### config.mk
export PLATFORM = sky130hd
export DESIGN_NAME = hhi_ctrl
export DESIGN_NICKNAME = d
export VERILOG_FILES = /design/src/rtl/hhi_pkg.sv /design/src/rtl/hhi_ie_flag.sv /design/src/rtl/hhi_defer_latch.sv /design/src/rtl/hhi_ctrl.sv
export SDC_FILE = /design/constraint.sdc
export NUM_CORES = 1
export LEC_CHECK = 0
export ABC_AREA = 1
export ABC_CLOCK_PERIOD_IN_PS = 1190
export BUFFER_PORTS_ARGS = -buffer_cell sky130_fd_sc_hd__buf_2
export CORE_AREA = 8 8 45 47
export CTS_CLUSTER_DIAMETER = 60
export CTS_CLUSTER_SIZE = 24
export DETAILED_ROUTE_END_ITERATION = 10
export DIE_AREA = 0 0 53 55
export PLACE_DENSITY = 0.61
export SETUP_SLACK_MARGIN = 0.1
export SLEW_MARGIN = 10
export SYNTH_ARGS = -nofsm -noshare
export SYNTH_HDL_FRONTEND = slang
export SYNTH_SLANG_ARGS = --single-unit
export TNS_END_PERCENT = 5
### constraint.sdc
create_clock -name clk -period 1.19 [get_ports clk]
set_clock_uncertainty 0.15 [all_clocks]
set_input_delay 0.238 -clock clk [delete_from_list [all_inputs] [get_ports clk]]
set_output_delay 0.238 -clock clk [all_outputs]
set_load 0.01 [all_outputs]
### src/rtl/hhi_pkg.sv
package hhi_pkg;
    localparam int STATE_W = 2;

    typedef enum logic [STATE_W-1:0] {
        ST_RUN  = 2'd0,
        ST_HALT = 2'd1,
        ST_HOLD = 2'd2
    } hhi_state_e;

    typedef struct packed {
        hhi_state_e state;
        logic       back_to_halt;
        logic       start;
    } hhi_fsm_t;

    localparam hhi_fsm_t FSM_RESET = '{state: ST_RUN, back_to_halt: 1'b0, start: 1'b0};
endpackage

### src/rtl/hhi_ie_flag.sv
module hhi_ie_flag (
    input  logic clk,
    input  logic rst_n,
    input  logic set_i,
    input  logic clr_i,
    input  logic accept_i,
    output logic flag_o
);
    logic flag_d, flag_q;

    always_comb begin
        flag_d = flag_q;
        if (accept_i)   flag_d = 1'b0;
        else if (clr_i) flag_d = 1'b0;
        else if (set_i) flag_d = 1'b1;
    end

    always_ff @(posedge clk or negedge rst_n) begin
        if (!rst_n) flag_q <= 1'b0;
        else        flag_q <= flag_d;
    end

    assign flag_o = flag_q;
endmodule

### src/rtl/hhi_defer_latch.sv
module hhi_defer_latch (
    input  logic clk,
    input  logic rst_n,
    input  logic capture_i,
    input  logic consume_i,
    output logic pending_o
);
    logic pend_d, pend_q;

    always_comb begin
        pend_d = pend_q;
        if (consume_i)      pend_d = 1'b0;
        else if (capture_i) pend_d = 1'b1;
    end

    always_ff @(posedge clk or negedge rst_n) begin
        if (!rst_n) pend_q <= 1'b0;
        else        pend_q <= pend_d;
    end

    assign pending_o = pend_q;
endmodule

### src/rtl/hhi_ctrl.sv
module hhi_ctrl
    import hhi_pkg::*;
(
    input  logic               clk,
    input  logic               rst_n,
    input  logic               halt_exec,
    input  logic               hold_req,
    input  logic               intr_req,
    input  logic               ei_cmd,
    input  logic               di_cmd,
    output logic [STATE_W-1:0] cpu_state,
    output logic               hold_ack,
    output logic               bus_float,
    output logic               intr_start,
    output logic               intr_enabled
);
    hhi_fsm_t fsm_d, fsm_q;
    logic ie_q, pend_q;
    logic int_ok, take, defer_set, defer_clr;

    hhi_ie_flag u_ie (
        .clk      (clk),
        .rst_n    (rst_n),
        .set_i    (ei_cmd),
        .clr_i    (di_cmd),
        .accept_i (take),
        .flag_o   (ie_q)
    );

    hhi_defer_latch u_defer (
        .clk       (clk),
        .rst_n     (rst_n),
        .capture_i (defer_set),
        .consume_i (defer_clr),
        .pending_o (pend_q)
    );

    assign int_ok = intr_req & ie_q;

    always_comb begin
        fsm_d       = fsm_q;
        fsm_d.start = 1'b0;
        take        = 1'b0;
        defer_set   = 1'b0;
        defer_clr   = 1'b0;
        unique case (fsm_q.state)
            ST_RUN: begin
                if (hold_req) begin
                    fsm_d.state        = ST_HOLD;
                    fsm_d.back_to_halt = halt_exec;
                    defer_set          = int_ok;
                end else if (int_ok) begin
                    take = 1'b1;
                end else if (halt_exec) begin
                    fsm_d.state = ST_HALT;
                end
            end
            ST_HALT: begin
                if (hold_req) begin
                    fsm_d.state        = ST_HOLD;
                    fsm_d.back_to_halt = 1'b1;
                    defer_set          = int_ok;
                end else if (int_ok) begin
                    fsm_d.state = ST_RUN;
                    take        = 1'b1;
                end
            end
            ST_HOLD: begin
                if (hold_req) begin
                    defer_set = int_ok;
                end else if (pend_q || int_ok) begin
                    fsm_d.state = ST_RUN;
                    take        = 1'b1;
                    defer_clr   = 1'b1;
                end else begin
                    fsm_d.state = fsm_q.back_to_halt ? ST_HALT : ST_RUN;
                end
            end
            default: fsm_d.state = ST_RUN;
        endcase
        if (take) fsm_d.start = 1'b1;
    end

    always_ff @(posedge clk or negedge rst_n) begin
        if (!rst_n) fsm_q <= FSM_RESET;
        else        fsm_q <= fsm_d;
    end

    assign cpu_state    = fsm_q.state;
    assign hold_ack     = (fsm_q.state == ST_HOLD);
    assign bus_float    = (fsm_q.state == ST_HOLD);
    assign intr_start   = fsm_q.start;
    assign intr_enabled = ie_q;
endmodule

==> results.json, run 1 <==
{
  "drtIter0Drc": 3,
  "first_pass_iters": 4,
  "yosys.area.top_type_share_pct": 43.8,
  "grt_start_max_net_pins": 8,
  "critPathLaunch": "cpu_state[0]$_DFFE_PN0P_",
  "maxSlewViolCount": 0,
  "fmaxAchievable_mhz": 759,
  "synth_top_area_cell": "dfrtp_1",
  "ys_top_cells_by_area": "dfrtp_1 44%, nand2_1 13%, nor2_1 11%",
  "dpl_cell_area_um2": 423,
  "antenna_found_initial": 0,
  "clk-insertion-delay-late_ps": 240,
  "start_kind": "register",
  "n_antenna_cell": 0,
  "htree_levels": 1,
  "end_kind": "output pin",
  "outcome": "finished, violations left",
  "max-vdd-ir-drop_uv": 767,
  "num-nets-final": 74,
  "num_rows": 14,
  "r2r-end": "cpu_state[0]$_DFFE_PN0P_",
  "io_buffers": 12,
  "maxCapViolCount": 0,
  "required_ps": 800,
  "vias_per_cell": 4.27,
  "num_vias": 346,
  "cts_tree": "yes",
  "io_pins": 13,
  "start_util_pct": 24.8,
  "synth_edf_count": 0,
  "min_delay_path_depth": 3,
  "min_period_ps": 1320,
  "nFillCells": 149,
  "setup-violations-final": 7,
  "design_area_um2": 503,
  "crit_arrival_ps": 930,
  "drc": 0,
  "rr_worst_depth": 7,
  "synth.most_common_cell": "nand2_1",
  "crit_type": "reg2out",
  "grtUsageTotal_pct": 5.82,
  "power_density_nw_per_um2": 1830,
  "core-area_um2": 1380,
  "hold_end": "u_ie.flag_o$_DFFE_PN0P_",
  "rrSetupSlack_ps": -80,
  "rsz0062_at_grt": "yes",
  "crit_fanout": 3,
  "worstMarginPinSlew_ps": 164,
  "post-place-ws_ps": 23.4,
  "drive_above_1_share_pct": 47.7,
  "clock_sinks": 6,
  "gp_congestion": 0.675,
  "syn_inst": 46,
  "synth_cell_types": 15,
  "netlist_area_um2": 343,
  "final_antenna_net_count": 0,
  "grt.overflow.total": 0,
  "synth_seq_cells": 6,
  "wl_um": 769,
  "worst_slack_ps": -127,
  "violations": "negative setup slack",
  "grt_pass1_vias": 321,
  "grt_pass1_wl_mm": 1.30,
  "holdCritStartpoint": "di_cmd",
  "die_w_um": 53,
  "relSlewSlack_pct": 89.0,
  "fin_crit_sh_pct": 111,
  "syn2layout_area_growth_pct": 46.7,
  "hp-class": "in2reg",
  "synth_fp_nets": 53,
  "clk_pin_slew_worst_paths_ps": 50,
  "yosysSeqAreaShare_pct": 43.8,
  "synth_area_per_cell_um2": 7.45,
  "cts_buffers": 3,
  "finalHoldViolCount": 0,
  "synth_flop_cell": "dfrtp_1",
  "async_flop_share_pct": 100,
  "synth_common_cells": "12 x nand2_1, 10 x nor2_1, 6 x dfrtp_1, 3 x buf_4, 3 x inv_1",
  "r2r-start": "cpu_state[0]$_DFFE_PN0P_",
  "die-height_um": 55,
  "cts_max_path_buffers": 2,
  "die-area_um2": 2920,
  "wl_per_cell_um": 9.49,
  "ys_warn_count": 0,
  "p_leak_uw": 0.000276,
  "dpl.hpwl_um": 656,
  "cts_root_buffer": "clkbuf_4",
  "whs_ps": 91.1
}
cells in the final DEF (no fill, tap or decap), types with 3 or more instances in the layout:
master,n
nand2_1,12
buf_2,10
nor2_1,7
dfrtp_1,6
buf_4,6
inv_1,3
clkbuf_4,3
routing by layer:
| layer | vias up | track usage (%) | wire length (µm) |
|---|---|---|---|
| met2 | 9 | 9.38 | 381 |
| li1 | 179 | - | - |
| met3 | 2 | 2.14 | 65 |
| met5 | - | 0 | 0 |
| met4 | 0 | 3.88 | 4 |
| met1 | 156 | 6.32 | 318 |
timing repair:
| action | in CTS | in global routing |
|---|---|---|
| endpoints found under the setup margin | 10 | 12 |
| endpoints found under the hold margin | 6 | 0 |
| buffers inserted | 3 | 0 |
| pin swaps | 1 | 2 |
| hold buffers | 1 | 0 |
| gates resized for setup | 0 | 6 |
state kept, by name, indices dropped and copies added (netlist names):
| name | flops |
|---|---|
| cpu_state | 2 |
| fsm_q | 1 |
| intr_start | 1 |
| u_defer.pending_o | 1 |
| u_ie.flag_o | 1 |
worst max-delay path, stage by stage, from the launching register on:
cell	delay (ps)
dfrtp_1	410
buf_4	160
buf_2	130
power breakdown:
part | total (µW) | internal (µW) | switching, µW
clock | 177 | 113 | 63.9
combinational | 438 | 220 | 218
sequential | 306 | 264 | 41.8
total | 921 | 597 | 324
layout make-up:
cell class | instances | area [µm²] | share of cell area [%]
multi-input combinational | 32 | 164 | 32.6
sequential | 6 | 150 | 29.9
timing repair buffer | 19 | 128 | 25.4
clock buffer | 3 | 22.5 | 4.48
tap | 16 | 20.0 | 3.98
inverter | 5 | 18.8 | 3.73
stage by stage:
step / power (µW) / TNS [ps] / instances / util, %
floorplan: 550 / 0 / 46 / -
global placement: 656 / 0 / 74 / 30.6
detailed placement: 663 / 0 / 74 / 30.6
CTS: 896 / -669 / 81 / 34.5
global route: 1000 / -1040 / 81 / 36.3
finish: 921 / -594 / 81 / 36.3
worst max-delay path by stage:
stage	cells past startpoint	endpoint	slack [ps]
CTS	3	bus_float	-140
floorplan	2	hold_ack	20
global route	7	cpu_state[0]$_DFFE_PN0P_	-170
global placement	6	cpu_state[0]$_DFFE_PN0P_	30
detailed placement	3	bus_float	20
finish	2	cpu_state[0]	-130
cell families after synthesis:
kind of cell | Yosys count | synth area share, %
buf+inv | 8 | 12.0
compound gates | 6 | 11.7
simple gates | 26 | 32.5
flops | 6 | 43.8
Power figures use the tool's default switching activity.
==> run 2, diff against run 1 <==
--- a/config.mk
+++ b/config.mk
@@ -15,7 +15,6 @@
 export DIE_AREA = 0 0 53 55
 export PLACE_DENSITY = 0.61
 export SETUP_SLACK_MARGIN = 0.1
-export SLEW_MARGIN = 10
 export SYNTH_ARGS = -nofsm -noshare
 export SYNTH_HDL_FRONTEND = slang
 export SYNTH_SLANG_ARGS = --single-unit
==> constraint.sdc (replaced) <==
create_clock -name clk -period 1.19 [get_ports clk]
set_clock_uncertainty 0.15 [all_clocks]
set_input_delay 0.1785 -clock clk [delete_from_list [all_inputs] [get_ports clk]]
set_output_delay 0.1785 -clock clk [all_outputs]
set_load 0.01 [all_outputs]
==> results.json, run 2 (same netlist as run 1, synthesis figures left out) <==
{
  "mostFrequentLayoutCells": "12 x nand2_1, 12 x buf_2, 7 x nor2_1, 7 x buf_4, 5 x dfrtp_1",
  "nFillCells": 151,
  "gp_congestion": 0.757,
  "max-vdd-ir-drop_uv": 589,
  "syn2layout_area_growth_pct": 50.7,
  "register_area_um2": 151,
  "wl_um": 829,
  "cts_max_path_buffers": 2,
  "post-place-ws_ps": -3.49,
  "setup-violations-final": 7,
  "finalHoldViolCount": 0,
  "timing.setup.tns_ps": -338,
  "vias_per_cell": 4.06,
  "outcome": "finished, violations left",
  "grt_start_max_net_pins": 8,
  "drive_above_1_share_pct": 51.5,
  "start_util_pct": 24.8,
  "whs_ps": 39.1,
  "die-height_um": 55,
  "drc": 0,
  "crit_fanout": 4,
  "critPathLaunch": "cpu_state[1]$_DFFE_PN0P_",
  "fin_cells": 82,
  "worstMarginPinSlew_ps": 178,
  "io_pins": 13,
  "clock_sinks": 6,
  "grtUsageTotal_pct": 6.48,
  "multiInputGateArea_um2": 181,
  "worst_slack_ps": -65.8,
  "cts_tree": "yes",
  "final_antenna_net_count": 0,
  "start_kind": "register",
  "hp-class": "in2reg",
  "post-place-cells": 75,
  "die-area_um2": 2920,
  "fin_util_pct": 37.3,
  "r2r-end": "u_defer.pending_o$_DFFE_PN0P_",
  "grt_pass1_vias": 327,
  "die_w_um": 53,
  "end_kind": "output pin",
  "num-nets-final": 75,
  "rr_worst_depth": 5,
  "clk_pin_slew_worst_paths_ps": 40,
  "maxCapViolCount": 0,
  "rrSetupSlack_ps": -60,
  "grt_pass1_wl_mm": 1.38,
  "min_period_ps": 1260,
  "power_density_nw_per_um2": 1760,
  "antenna_found_initial": 0,
  "drtIter0Drc": 3,
  "p_leak_uw": 0.000279,
  "relSlewSlack_pct": 88.1,
  "num_rows": 14,
  "grt.overflow.total": 0,
  "n_antenna_cell": 0,
  "dpl.hpwl_um": 645,
  "htree_levels": 1,
  "wl_per_cell_um": 10.1,
  "core-area_um2": 1380,
  "largest_reg_flops": 2,
  "io_buffers": 12,
  "num_vias": 333,
  "first_pass_iters": 3,
  "critPathCapture": "cpu_state[1]",
  "crit_type": "reg2out",
  "cts_buffers": 3,
  "cts_root_buffer": "clkbuf_4",
  "clk-insertion-delay-late_ps": 230,
  "required_ps": 860,
  "violations": "negative setup slack",
  "maxSlewViolCount": 0,
  "rsz0062_at_grt": "yes",
  "fin_crit_sh_pct": 106,
  "r2r-start": "cpu_state[1]$_DFFE_PN0P_",
  "crit_arrival_ps": 930,
  "fmaxAchievable_mhz": 796
}
run 2: changes by cell type in the layout (fill, tap and decap cells not counted), sizes merged:
cell  previous run  this run
buf             18        19
run 2: power by group:
part	switching, µW	leakage [µW]	internal, µW
Sequential	53.8	0.0000724	267
Clock	59.6	0.0000138	113
Combinational	220	0.000193	196
run 2: worst min path at each step:
stage | cells after the start | startpoint | to
2_1_floorplan | 0 | rst_n | cpu_state[0]$_DFFE_PN0P_
3_3_place_gp | 1 | rst_n | u_ie.flag_o$_DFFE_PN0P_
3_5_place_dp | 1 | rst_n | u_ie.flag_o$_DFFE_PN0P_
4_1_cts | 3 | di_cmd | u_ie.flag_o$_DFFE_PN0P_
5_1_grt | 3 | di_cmd | u_ie.flag_o$_DFFE_PN0P_
6_report | 3 | di_cmd | u_ie.flag_o$_DFFE_PN0P_
run 2: final cells by class:
type | count | share of cell area [%]
flip-flops and latches | 6 | 29.3
multi-input cells | 32 | 35.1
clock buffers | 3 | 4.36
well taps | 16 | 3.87
inverters | 5 | 3.63
repair buffers | 20 | 23.7
run 2: what timing repair did:
action,4_1_cts,5_1_grt
pin swaps,1,0
hold endpoints to repair,6,0
setup endpoints to repair,10,11
hold buffers,1,0
setup buffers,3,0
gates resized for setup,6,2
run 2: per-layer routing:
layer | global-route usage, % | part of all wire, % | up-vias
met5 | 0 | 0 | -
met4 | 3.88 | 0 | 0
met3 | 2.41 | 8.7 | 0
met2 | 10.4 | 49 | 7
met1 | 7.24 | 42 | 146
li1 | - | - | 180
run 2: critical path, stage by stage, from the launching register on:
cell and delay [ps]:
dfrtp_1 390, buf_4 170, buf_2 140
run 2: stage by stage:
step / area [µm²] / power [µW]
floorplan: 343 / 550
global placement: 430 / 652
detailed placement: 430 / 659
CTS: 507 / 918
global route: 517 / 1000
finish: 517 / 909
